$ cat src/rtl/ser_pkg.sv
package ser_pkg;

   typedef enum logic [1:0] {
      OP_MEM_RD = 2'b00,
      OP_MEM_WR = 2'b01,
      OP_ADC    = 2'b10,
      OP_NONE   = 2'b11
   } op_e;

endpackage

$ cat src/rtl/ser_conv_div.sv
module ser_conv_div #(
   parameter int DIV = 8
) (
   input  logic clk,
   input  logic rst_n,
   output logic conv_clk
);
   localparam int CW       = (DIV > 2) ? $clog2(DIV) : 1;
   localparam int HALF_DIV = DIV / 2;
   localparam bit POW2     = ((DIV & (DIV - 1)) == 0);

   if (DIV < 2 || (DIV % 2) != 0) begin : g_bad_div
      $error("ser_conv_div: DIV must be even and at least 2");
   end

   logic [CW-1:0] cnt_q, cnt_d;
   logic          conv_d, conv_q;

   if (POW2) begin : g_pow2
      // Natural wrap of the counter; the top bit is the divided clock.
      always_comb begin
         cnt_d  = cnt_q + 1'b1;
         conv_d = cnt_d[CW-1];
      end
   end else begin : g_gen
      always_comb begin
         cnt_d  = (cnt_q == CW'(DIV - 1)) ? '0 : cnt_q + 1'b1;
         conv_d = (cnt_d >= CW'(HALF_DIV));
      end
   end

   always_ff @(posedge clk or negedge rst_n) begin
      if (!rst_n) begin
         cnt_q  <= '0;
         conv_q <= 1'b0;
      end else begin
         cnt_q  <= cnt_d;
         conv_q <= conv_d;
      end
   end

   assign conv_clk = conv_q;

endmodule

$ cat src/rtl/ser_bit_clock.sv
module ser_bit_clock #(
   parameter int HALF = 2
) (
   input  logic clk,
   input  logic rst_n,
   input  logic run,
   output logic sclk,
   output logic rise,
   output logic fall
);
   localparam int CW = (HALF > 2) ? $clog2(HALF) : 1;

   if (HALF < 1) begin : g_bad_half
      $error("ser_bit_clock: HALF must be at least 1");
   end

   logic tick;
   logic sclk_q;

   if (HALF == 1) begin : g_fast
      assign tick = run;
   end else begin : g_count
      logic [CW-1:0] ph_q;
      assign tick = run && (ph_q == CW'(HALF - 1));
      always_ff @(posedge clk or negedge rst_n) begin
         if (!rst_n)            ph_q <= '0;
         else if (!run || tick) ph_q <= '0;
         else                   ph_q <= ph_q + 1'b1;
      end
   end

   always_ff @(posedge clk or negedge rst_n) begin
      if (!rst_n)    sclk_q <= 1'b0;
      else if (!run) sclk_q <= 1'b0;
      else if (tick) sclk_q <= ~sclk_q;
   end

   assign rise = tick & ~sclk_q;
   assign fall = tick &  sclk_q;
   assign sclk = sclk_q;

endmodule

$ cat src/rtl/ser_shift.sv
module ser_shift #(
   parameter int OUT_W = 32,
   parameter int IN_W  = 16
) (
   input  logic             clk,
   input  logic             rst_n,
   input  logic             load,
   input  logic [OUT_W-1:0] load_word,
   input  logic             shift_out,
   input  logic             sample,
   input  logic             sdi,
   output logic             sdo,
   output logic [IN_W-1:0]  in_word
);
   if (OUT_W < 2 || IN_W < 2) begin : g_bad_w
      $error("ser_shift: widths must be at least 2");
   end

   logic [OUT_W-1:0] out_q;
   logic [IN_W-1:0]  in_q;

   // Outgoing word: zeros shift in behind the data, so the line rests low.
   always_ff @(posedge clk or negedge rst_n) begin
      if (!rst_n)         out_q <= '0;
      else if (load)      out_q <= load_word;
      else if (shift_out) out_q <= {out_q[OUT_W-2:0], 1'b0};
   end

   always_ff @(posedge clk or negedge rst_n) begin
      if (!rst_n)      in_q <= '0;
      else if (load)   in_q <= '0;
      else if (sample) in_q <= {in_q[IN_W-2:0], sdi};
   end

   assign sdo     = out_q[OUT_W-1];
   assign in_word = in_q;

endmodule

$ cat src/rtl/ser_periph_ctrl.sv
module ser_periph_ctrl #(
   parameter int CODE_W   = 16,
   parameter int MDATA_W  = 16,
   parameter int ADC_W    = 8,
   parameter int SCK_HALF = 2,
   parameter int CONV_DIV = 8
) (
   input  logic               clk,
   input  logic               rst_n,
   input  logic               start,
   input  logic [1:0]         op,
   input  logic [CODE_W-1:0]  addr,
   input  logic [MDATA_W-1:0] wdata,
   output logic               busy,
   output logic               done,
   output logic [MDATA_W-1:0] rdata,
   output logic               adc_valid,
   output logic               sclk,
   output logic               sdo,
   input  logic               sdi,
   output logic               mem_sel,
   output logic               adc_sel_n,
   output logic               conv_clk
);
   import ser_pkg::*;

   localparam int MEM_BITS = CODE_W + MDATA_W;
   localparam int SH_W     = MEM_BITS;
   localparam int BW       = $clog2(SH_W + 1);

   if (ADC_W > CODE_W || ADC_W > MDATA_W || ADC_W < 2) begin : g_bad_adc
      $error("ser_periph_ctrl: ADC_W must fit both memory words");
   end

   logic              busy_q, done_q, mem_sel_q, adc_seln_q;
   logic              seen_q, valid_q;
   op_e               op_q;
   logic [BW-1:0]     bits_q;
   logic [MDATA_W-1:0] rdata_q;

   logic              accept, finish;
   logic              rise, fall;
   logic [SH_W-1:0]   load_word;
   logic [MDATA_W-1:0] in_word;

   assign accept = start && !busy_q && (op_e'(op) != OP_NONE);
   assign finish = busy_q && fall && (bits_q == BW'(1));

   // Frame image, MSB first, left aligned in the shifter.
   always_comb begin
      unique case (op_e'(op))
         OP_MEM_RD: load_word = {addr, MDATA_W'(0)};
         OP_MEM_WR: load_word = {addr, wdata};
         OP_ADC:    load_word = SH_W'(addr[ADC_W-1:0]) << (SH_W - ADC_W);
         default:   load_word = '0;
      endcase
   end

   ser_bit_clock #(.HALF(SCK_HALF)) u_bclk (
      .clk   (clk),
      .rst_n (rst_n),
      .run   (busy_q),
      .sclk  (sclk),
      .rise  (rise),
      .fall  (fall)
   );

   ser_shift #(.OUT_W(SH_W), .IN_W(MDATA_W)) u_shift (
      .clk       (clk),
      .rst_n     (rst_n),
      .load      (accept),
      .load_word (load_word),
      .shift_out (busy_q && fall),
      .sample    (busy_q && rise),
      .sdi       (sdi),
      .sdo       (sdo),
      .in_word   (in_word)
   );

   ser_conv_div #(.DIV(CONV_DIV)) u_conv (
      .clk      (clk),
      .rst_n    (rst_n),
      .conv_clk (conv_clk)
   );

   always_ff @(posedge clk or negedge rst_n) begin
      if (!rst_n) begin
         busy_q     <= 1'b0;
         done_q     <= 1'b0;
         mem_sel_q  <= 1'b0;
         adc_seln_q <= 1'b1;
         op_q       <= OP_MEM_RD;
         bits_q     <= '0;
      end else begin
         done_q <= 1'b0;
         if (accept) begin
            busy_q     <= 1'b1;
            op_q       <= op_e'(op);
            bits_q     <= (op_e'(op) == OP_ADC) ? BW'(ADC_W) : BW'(MEM_BITS);
            mem_sel_q  <= (op_e'(op) != OP_ADC);
            adc_seln_q <= (op_e'(op) != OP_ADC);
         end else if (busy_q && fall) begin
            if (finish) begin
               busy_q     <= 1'b0;
               done_q     <= 1'b1;
               mem_sel_q  <= 1'b0;
               adc_seln_q <= 1'b1;
            end else begin
               bits_q <= bits_q - 1'b1;
            end
         end
      end
   end

   // Result capture and converter pipeline validity.
   always_ff @(posedge clk or negedge rst_n) begin
      if (!rst_n) begin
         rdata_q <= '0;
         seen_q  <= 1'b0;
         valid_q <= 1'b0;
      end else if (finish) begin
         if (op_q == OP_MEM_RD) begin
            rdata_q <= in_word;
         end else if (op_q == OP_ADC) begin
            rdata_q <= MDATA_W'(in_word[ADC_W-1:0]);
            valid_q <= seen_q;
            seen_q  <= 1'b1;
         end
      end
   end

   assign busy      = busy_q;
   assign done      = done_q;
   assign rdata     = rdata_q;
   assign adc_valid = valid_q;
   assign mem_sel   = mem_sel_q;
   assign adc_sel_n = adc_seln_q;

endmodule

$ cat config.mk
export PLATFORM = sky130hd
export DESIGN_NAME = ser_periph_ctrl
export DESIGN_NICKNAME = d
export VERILOG_FILES = /design/src/rtl/ser_pkg.sv /design/src/rtl/ser_conv_div.sv /design/src/rtl/ser_bit_clock.sv /design/src/rtl/ser_shift.sv /design/src/rtl/ser_periph_ctrl.sv
export SDC_FILE = /design/constraint.sdc
export NUM_CORES = 1
export LEC_CHECK = 0
export CORE_UTILIZATION = 53
export CTS_BUF_LIST = sky130_fd_sc_hd__clkbuf_16
export DETAILED_ROUTE_END_ITERATION = 6
export PLACE_DENSITY_LB_ADDON = 0.12
export SLEW_MARGIN = 5
export SYNTH_ARGS = -nofsm -noshare
export SYNTH_HDL_FRONTEND = slang
export SYNTH_SLANG_ARGS = --single-unit
export TNS_END_PERCENT = 50
$ cat constraint.sdc
create_clock -name clk -period 2.05 [get_ports clk]
set_input_delay 0.3075 -clock clk [delete_from_list [all_inputs] [get_ports clk]]
set_output_delay 0.3075 -clock clk [all_outputs]
set_load 0.05 [all_outputs]
==> flow_summary.yaml, run 1 <==
detailed_routing:
  avgRoutedWirePerCell_um: 14.0
  routed_wl_mm: 7.38
  drc: 1
  drtAntennaViolNets: 0
  dr.pass1.iters: 6
  avgViaCountPerCell: 5.29
  drtIter0Drc: 140
  vias: 2780
clock_network:
  cts_buffer_depth: 2
  htree_levels: 3
  cts.clk_slew.worst_paths_ns: 0.06
  clk_latency_ns: 0.33
  cts_hold_buffers: 1
  cts_resized: 0
  cts_tree: "done"
  clockRootBuffer: "clkbuf_16"
  cts_made_buffers: 9
  cts_sinks: 83
  postCtsSetupRepairBufs: 0
sta:
  setup-tns-final_ns: 0
  relSlewSlack_pct: 67.1
  worst_slew_pin_slew_ns: 0.492
  finalSetupViolCount: 0
  fmax_mhz: 509
  final_hold_viol_count: 0
  fin_crit_ns: 1.97
  rsz0062_at_grt: "no"
  timing.final.crit_share_pct: 95.9
  drv_slew: 0
  fin_skew_ns: 0.00487
die:
  coreArea_sq_um: 6790
  die_w_um: 85.7
  rows: 30
  start_util_pct: 54.7
  die_height_um: 85.7
  die-area_sq_um: 7350
  ios: 62
min_path:
  hp-class: "input port to async pin"
finish:
  nets: 466
  mostFrequentLayoutCells: "dfrtp_1, nand2_1, clkdlybuf4s50_1"
  final_layout_size_suffix_gt1_share_pct: 10.2
  final_common_cell: "dfrtp_1"
  num_antenna_cells: 0
  area_growth_pct: 28.8
worst_setup_path:
  cp_max_fo: 10
  crit_arrival_ns: 1.66
  start_kind: "register"
  required_ns: 1.74
  critical_path_class: "register to primary output"
  end_kind: "primary output"
synthesis:
  syn-num-nets: 400
  syn_avg_cell_area_sq_um: 10.4
  synth.distinct_cells: 46
  netlist_area_sq_um: 3720
  syn_inst: 359
  synth_warnings: 0
  ys_seq_elements: 83
  ys_seq_area_share_pct: 55.9
job:
  drv_cap: 0
placement:
  hpwl_mm: 5.07
  numPortBuffers: 61
  routabilityCongestion: 0.794
status:
  status: "finished, violations left"
  violations: "design-rule violations"
global_routing:
  grt_usage_pct: 21.9
  antenna_found_initial: 0
  grt_max_degree: 65
  grt_overflow: 0
  grt_pass1_vias: 2715
  grt_pass1_wl_mm: 12.5
power_and_ir_drop:
  p_sw_uw: 2220
  powerDensity_nw_per_um2: 1310
  internal_power_uw: 4050
  switching_share_pct: 35.4
  power_frac_seq_pct: 41.4
  pwr-share-clk_pct: 24.4
  p_leak_uw: 0.00207
  finalPower_uw: 6280
  ir_drop_mv: 0.626
  comb_power_share_pct: 34.2
## critical path, stage by stage (launching register included)
cell and delay, ns:
dfrtp_2 0.36, buf_4 0.16, clkdlybuf4s50_1 0.81
## sequential cells by signal, indices dropped and copies added (netlist names)
signal and flops:
seen_q 1, u_bclk.g_count.ph_q 1, mem_sel 1, u_shift.out_q 32, rdata 16, done 1, busy 1, op_q 2
adc_valid 1, u_conv.cnt_q 3, bits_q 6, adc_sel_n 1, u_bclk.sclk 1, u_shift.in_word 16
## cell families (layout without fill, tap and decap cells)
family          after synthesis  after routing  synth area share (%)
compound gates               85             85                  13.2
xor+xnor                      3              3                 0.707
mux                          35             35                  9.73
fa+ha+maj                     3              3                  1.01
simple gates                114            114                  15.1
flops                        83             83                  55.9
buf+inv                      36            107                  4.28
## power groups by stage
stage	clock network [uW]	logic, uW	registers (uW)
global route	1620	2360	2680
global placement	0	2090	2600
CTS	1560	2160	2600
floorplan	0	1230	2860
finish	1530	2150	2600
detailed placement	0	2160	2620
## worst paths after layout
path	from	endpoint	slack, ns	depth (start not counted)
max in group asynchronous	rst_n	rdata[11]$_DFFE_PN0P_	1.03	3
setup reg to reg	bits_q[2]$_DFFE_PN0P_	adc_valid$_DFFE_PN0P_	0.19	5
min in group clk	u_conv.cnt_q[0]$_DFF_PN0_	u_conv.cnt_q[0]$_DFF_PN0_	0.43	1
hold / removal	rst_n	u_conv.cnt_q[2]$_DFF_PN0_	0.41	2
setup / recovery	busy$_DFFE_PN0P_	busy	0.08	2
hold reg to reg	u_conv.cnt_q[0]$_DFF_PN0_	u_conv.cnt_q[0]$_DFF_PN0_	0.43	1
## synthesized netlist by cell type, drive strengths merged
master / instances / area share, %
a21o: 2 / 0.40
a221oi: 1 / 0.24
nor4: 2 / 0.74
a211oi: 2 / 0.40
o2111ai: 1 / 0.24
inv: 13 / 1.3
o31ai: 2 / 0.40
nor2b: 6 / 1.0
a22o: 1 / 0.24
nand2b: 5 / 0.84
a21oi: 25 / 3.5
mux2i: 26 / 7.0
nor3b: 1 / 0.34
nand3: 6 / 0.94
buf: 8 / 1.4
or4: 1 / 0.30
or2: 1 / 0.17
o21ai: 38 / 5.1
ha: 3 / 1.0
nand2: 61 / 6.2
clkbuf: 15 / 1.5
nor3: 1 / 0.13
o21a: 3 / 0.61
mux2: 9 / 2.7
a221o: 3 / 0.81
dfstp: 1 / 0.71
nor2: 15 / 1.5
o22ai: 5 / 0.84
a311o: 1 / 0.27
or3: 2 / 0.37
dfrtp: 82 / 55
nand3b: 8 / 1.6
xor2: 3 / 0.71
o211ai: 1 / 0.20
or3b: 1 / 0.24
and3: 1 / 0.17
and2: 3 / 0.51
## final cells by class
type,instances,area (sq um)
Tap cell,96,120
Inverter,13,48.8
Multi-Input combinational cell,240,1480
Clock inverter,7,58.8
Timing Repair Buffer,78,776
Clock buffer,9,225
Sequential cell,83,2080
Fill cell,522,2010
## through the flow
| stage | hold WS (ns) | cells | utilization [%] | setup slack (ns) | area, sq um |
|---|---|---|---|---|---|
| 6_report | 0.407 | 526 | 70.5 | 0.0849 | 4790 |
| 5_1_grt | 0.432 | 526 | 70.5 | 0.0422 | 4790 |
| 4_1_cts | 0.415 | 526 | 70.5 | 0.0684 | 4790 |
| 3_5_place_dp | 0.206 | 509 | 66.1 | 0.0519 | 4490 |
| 3_3_place_gp | 0.205 | 509 | 66.1 | 0.109 | 4490 |
| 2_1_floorplan | 0.0119 | 359 | - | 0.00421 | 3720 |
## metal layers
layer / share of wire (%) / GRT usage [%] / vias to the layer above
met1: 44 / 27.9 / 1328
met3: 4.5 / 4.62 / 4
met2: 51 / 37.2 / 80
li1: - / - / 1368
met4: 0.53 / 7.73 / 0
met5: 0 / 0 / -
Note: power is estimated with default switching activity, not from simulation.
==> run 2: changes to the inputs <==
- CTS_CLUSTER_SIZE: unset -> 40
- clock period: 2.05 -> 1.95 ns (I/O delays scaled with it)
==> flow_summary.yaml, run 2 (synthesis gave the netlist of run 1 again) <==
finish:
  largest_register_ff_count: 32
  nets: 473
  final_cell_area_sq_um: 4830
  area_growth_pct: 30.0
  final_layout_size_suffix_gt1_share_pct: 12.4
  regMostFlops: "u_shift.out_q"
  fill_cells: 531
  mostFrequentLayoutCells: "dfrtp_1, nand2_1, clkdlybuf4s50_1"
  fin_util_pct: 71.1
  final_common_cell: "dfrtp_1"
  num_antenna_cells: 0
sta:
  rsz0062_at_grt: "no"
  fin_skew_ns: 0.00496
  relSlewSlack_pct: 66.1
  final_hold_viol_count: 0
  timing.final.crit_share_pct: 95.4
  fin_ws_ns: 0.0907
  worst_slew_pin_slew_ns: 0.507
  drv_slew: 0
  setup-tns-final_ns: 0
  fin_crit_ns: 1.86
  fmax_mhz: 538
  finalSetupViolCount: 0
die:
  start_util_pct: 54.7
  die_w_um: 85.7
  die-area_sq_um: 7350
  coreArea_sq_um: 6790
  die_height_um: 85.7
  ios: 62
  rows: 30
clock_network:
  cts_sinks: 83
  clk_latency_ns: 0.33
  clockRootBuffer: "clkbuf_16"
  cts.clk_slew.worst_paths_ns: 0.06
  cts_buffer_depth: 2
  cts_tree: "done"
  htree_levels: 3
  cts_made_buffers: 9
placement:
  place_area_sq_um: 4560
  dp_slack_ns: 0.0567
  routabilityCongestion: 0.840
  hpwl_mm: 5.25
  numPortBuffers: 61
worst_setup_path:
  path_buf_inv: 1
  r2r-start: "bits_q[2]$_DFFE_PN0P_"
  critical_path_class: "register to primary output"
  cp_cell_sequence: "clkdlybuf4s50_1"
  worstRegToRegCells: 4
  r2r_end: "bits_q[5]$_DFFE_PN0P_"
  crit_slowest_cell: "clkdlybuf4s50_1"
  cp_top_family: "buffers and inverters"
  required_ns: 1.66
  crit_arrival_ns: 1.57
  start_kind: "register"
  cp_max_fo: 6
  slowest_delay_ns: 0.82
  regToRegSetupSlack_ns: 0.09
  end_kind: "primary output"
power_and_ir_drop:
  finalPower_uw: 6570
  comb_power_share_pct: 35.9
  p_sw_uw: 2360
  powerDensity_nw_per_um2: 1360
  p_leak_uw: 0.00211
  ir_drop_mv: 0.663
  power_frac_seq_pct: 41.4
  internal_power_uw: 4200
  switching_share_pct: 36.0
  pwr-share-clk_pct: 22.7
detailed_routing:
  drc: 0
  routed_wl_mm: 7.55
  avgRoutedWirePerCell_um: 14.2
  drtIter0Drc: 125
  drtAntennaViolNets: 0
  vias: 2822
  avgViaCountPerCell: 5.29
  dr.pass1.iters: 4
global_routing:
  grt_max_degree: 49
  grt_pass1_wl_mm: 13.0
  grt_pass1_vias: 2749
  grt_overflow: 0
  antenna_found_initial: 0
  grt_usage_pct: 23.0
min_path:
  worstHoldPathCells: 1
  hold_end: "u_conv.cnt_q[0]$_DFF_PN0_"
  hp-class: "register to register"
  hold_path.startpoint: "u_conv.cnt_q[0]$_DFF_PN0_"
status:
  status: "completed"
job:
  drv_cap: 0
run 2: cell types whose count changed in the layout (fill, tap and decap cells not counted), sizes merged:
cell	previous run	this run
bufinv	1	0
inv	13	15
dlymetal6s2s	0	1
clkinv	6	5
clkdlybuf4s50	60	58
buf	17	25
run 2: repair_timing:
action	4_1_cts	5_1_grt
endpoints found under the setup margin	0	2
endpoints found under the hold margin	34	0
setup buffers	0	0
hold buffers	1	0
gates resized for setup	0	2
run 2: final cells by class:
class	instances	area, sq um	area share [%]
tap	96	120	2.49
inverter	13	48.8	1.01
timing repair buffer	85	841	17.4
clock inverter	7	33.8	0.699
sequential	83	2080	43.1
clock buffer	9	225	4.66
multi-input combinational	240	1480	30.7
run 2: worst max-delay path by stage:
| stage | from | to | slack (ns) | cells past startpoint |
|---|---|---|---|---|
| 6_report | u_bclk.sclk$_DFFE_PN0P_ | sclk | 0.09 | 1 |
| 5_1_grt | bits_q[1]$_DFFE_PN0P_ | adc_valid$_DFFE_PN0P_ | 0.02 | 7 |
| 4_1_cts | busy$_DFFE_PN0P_ | busy | 0.01 | 1 |
| 3_5_place_dp | op[1] | u_shift.out_q[24]$_DFFE_PN0P_ | 0.06 | 7 |
| 3_3_place_gp | op[1] | u_shift.out_q[31]$_DFFE_PN0P_ | 0.12 | 7 |
| 2_1_floorplan | bits_q[2]$_DFFE_PN0P_ | rdata[4]$_DFFE_PN0P_ | 0.002 | 5 |
run 2: metal layers:
metal  track usage, %  wire length [um]
met5                0                 0
met4             8.48               167
met3             5.00               180
met2             37.3              3710
met1             30.6              3500
run 2: worst reg2reg max path, stage by stage (launching register included):
cell	delay [ns]
dfrtp_1	0.37
or3_1	0.43
buf_4	0.18
or4_4	0.42
a311o_1	0.35
run 2: per-stage QoR:
stage               hold WS [ns]  instances
floorplan               -0.00309        359
global placement           0.286        516
detailed placement         0.285        516
CTS                        0.432        533
global route               0.468        533
finish                     0.424        533
run 2: power groups by stage:
stage | sequential (uW) | clock [uW] | combinational (uW)
2_1_floorplan | 3010 | 0 | 1290
3_3_place_gp | 2730 | 0 | 2290
3_5_place_dp | 2750 | 0 | 2360
4_1_cts | 2730 | 1520 | 2360
5_1_grt | 2810 | 1600 | 2580
6_report | 2720 | 1490 | 2360
==> run 3: changes to the inputs <==
- clock period: 1.95 -> 2 ns (I/O delays scaled with it)
==> flow_summary.yaml, run 3 (synthesis gave the netlist of run 1 again) <==
status:
  status: "finished, violations left"
  violations: "negative hold slack"
placement:
  numPortBuffers: 61
  hpwl_mm: 4.95
  routabilityCongestion: 0.797
  place_area_sq_um: 4510
finish:
  fill_cells: 521
  multi_input_area_sq_um: 1480
  mostFrequentLayoutCells: "dfrtp_1, nand2_1, clkdlybuf4s50_1"
  final_common_cell: "dfrtp_1"
  area_growth_pct: 29.4
  final-seq-area_sq_um: 2080
  largest_register_ff_count: 32
  num_antenna_cells: 0
  final_cell_area_sq_um: 4810
  nets: 467
  regMostFlops: "u_shift.out_q"
  final_layout_size_suffix_gt1_share_pct: 11.6
worst_setup_path:
  regToRegSetupSlack_ns: 0.14
  cp_cell_sequence: "clkdlybuf4s50_1"
  crit_arrival_ns: 1.66
  end_kind: "primary output"
  worstRegToRegCells: 5
  start_kind: "register"
  r2r_end: "adc_valid$_DFFE_PN0P_"
  cp_max_fo: 2
  required_ns: 1.70
  critical_path_class: "register to primary output"
  path_buf_inv: 1
  crit_slowest_cell: "clkdlybuf4s50_1"
  r2r-start: "bits_q[3]$_DFFE_PN0P_"
  slowest_delay_ns: 0.79
  cp_top_family: "buffers and inverters"
clock_network:
  cts_made_buffers: 9
  clk_latency_ns: 0.33
  cts_buffer_depth: 2
  postCtsSetupRepairBufs: 0
  cts.clk_slew.worst_paths_ns: 0.06
  cts_tree: "done"
  htree_levels: 3
  clockRootBuffer: "clkbuf_16"
  cts_hold_buffers: 0
  cts_sinks: 83
sta:
  finalSetupViolCount: 0
  final_hold_viol_count: 16
  setup-tns-final_ns: 0
  relSlewSlack_pct: 67.1
  fmax_mhz: 511
  worst_slew_pin_slew_ns: 0.492
  holdWs_ns: -0.0173
  fin_crit_ns: 1.96
  fin_skew_ns: 0.00637
  drv_slew: 0
  rsz0062_at_grt: "no"
  timing.final.crit_share_pct: 97.8
job:
  drv_cap: 0
power_and_ir_drop:
  power_frac_seq_pct: 40.8
  p_leak_uw: 0.00207
  switching_share_pct: 36.0
  ir_drop_mv: 0.645
  comb_power_share_pct: 34.4
  p_sw_uw: 2360
  internal_power_uw: 4200
  pwr-share-clk_pct: 24.8
  powerDensity_nw_per_um2: 1360
detailed_routing:
  avgRoutedWirePerCell_um: 14.7
  avgViaCountPerCell: 5.51
  drtIter0Drc: 106
  drtAntennaViolNets: 0
  vias: 2905
  drc: 0
  dr.pass1.iters: 4
  routed_wl_mm: 7.76
min_path:
  hp-class: "input port to async pin"
global_routing:
  grt_pass1_wl_mm: 13.5
  grt_usage_pct: 23.6
  grt_pass1_vias: 2866
  antenna_found_initial: 0
  grt_max_degree: 84
  grt_overflow: 0
die:
  rows: 30
  die_height_um: 85.7
  die_w_um: 85.7
  ios: 62
  die-area_sq_um: 7350
  start_util_pct: 54.7
  coreArea_sq_um: 6790
[run 3: cell count changes in the layout (fill, tap and decap cells not counted), sizes merged, moves of 2 or more]
cell,before,now
buf,25,19
clkinvlp,0,3
inv,15,13
clkdlybuf4s50,58,60
clkinv,5,3
[run 3: worst max path at each step]
stage	start	endpoint	slack [ns]	cells past startpoint
after detailed placement	bits_q[3]$_DFFE_PN0P_	adc_valid$_DFFE_PN0P_	0.09	5
after global routing	busy$_DFFE_PN0P_	busy	0.01	1
after global placement	op[0]	u_shift.out_q[24]$_DFFE_PN0P_	0.10	6
final	adc_sel_n$_DFFE_PN1P_	adc_sel_n	0.04	1
after floorplan	bits_q[2]$_DFFE_PN0P_	rdata[4]$_DFFE_PN0P_	0.05	5
after CTS	adc_sel_n$_DFFE_PN1P_	adc_sel_n	0.03	1
[run 3: timing repair]
item,4_1_cts,5_1_grt
endpoints found under the setup margin,0,1
resized for setup,0,1
endpoints found under the hold margin,0,0
[run 3: power groups by stage]
stage               clock network, uW  registers, uW  logic, uW
floorplan                           0           2930       1260
global placement                    0           2670       2170
detailed placement                  0           2690       2220
CTS                              1640           2670       2260
global route                     1720           2750       2470
finish                           1620           2680       2260
[run 3: per-layer routing]
metal  GRT usage, %  share of wire [%]
met1           29.9                 44
met2           39.2                 50
met3           5.00                3.5
met4           11.1                3.1
met5              0                  0
[run 3: through the flow]
step / total power [uW] / std cells / hold WS [ns] / setup WS (ns) / util, %
2_1_floorplan: 4190 / 359 / 0.00441 / 0.0521 / -
3_3_place_gp: 4840 / 511 / 0.369 / 0.101 / 66.4
3_5_place_dp: 4910 / 511 / 0.363 / 0.0870 / 66.4
4_1_cts: 6570 / 527 / 0.00746 / 0.0334 / 70.7
5_1_grt: 6940 / 527 / 0.0176 / 0.0120 / 70.8
6_report: 6560 / 527 / -0.0173 / 0.0436 / 70.8
[run 3: layout make-up]
class                           instances  share of cell area (%)
Clock inverter                          7                    1.43
Inverter                               13                    1.01
Tap cell                               96                    2.50
Multi-Input combinational cell        240                    30.9
Clock buffer                            9                    4.68
Timing Repair Buffer                   79                    16.2
Sequential cell                        83                    43.3
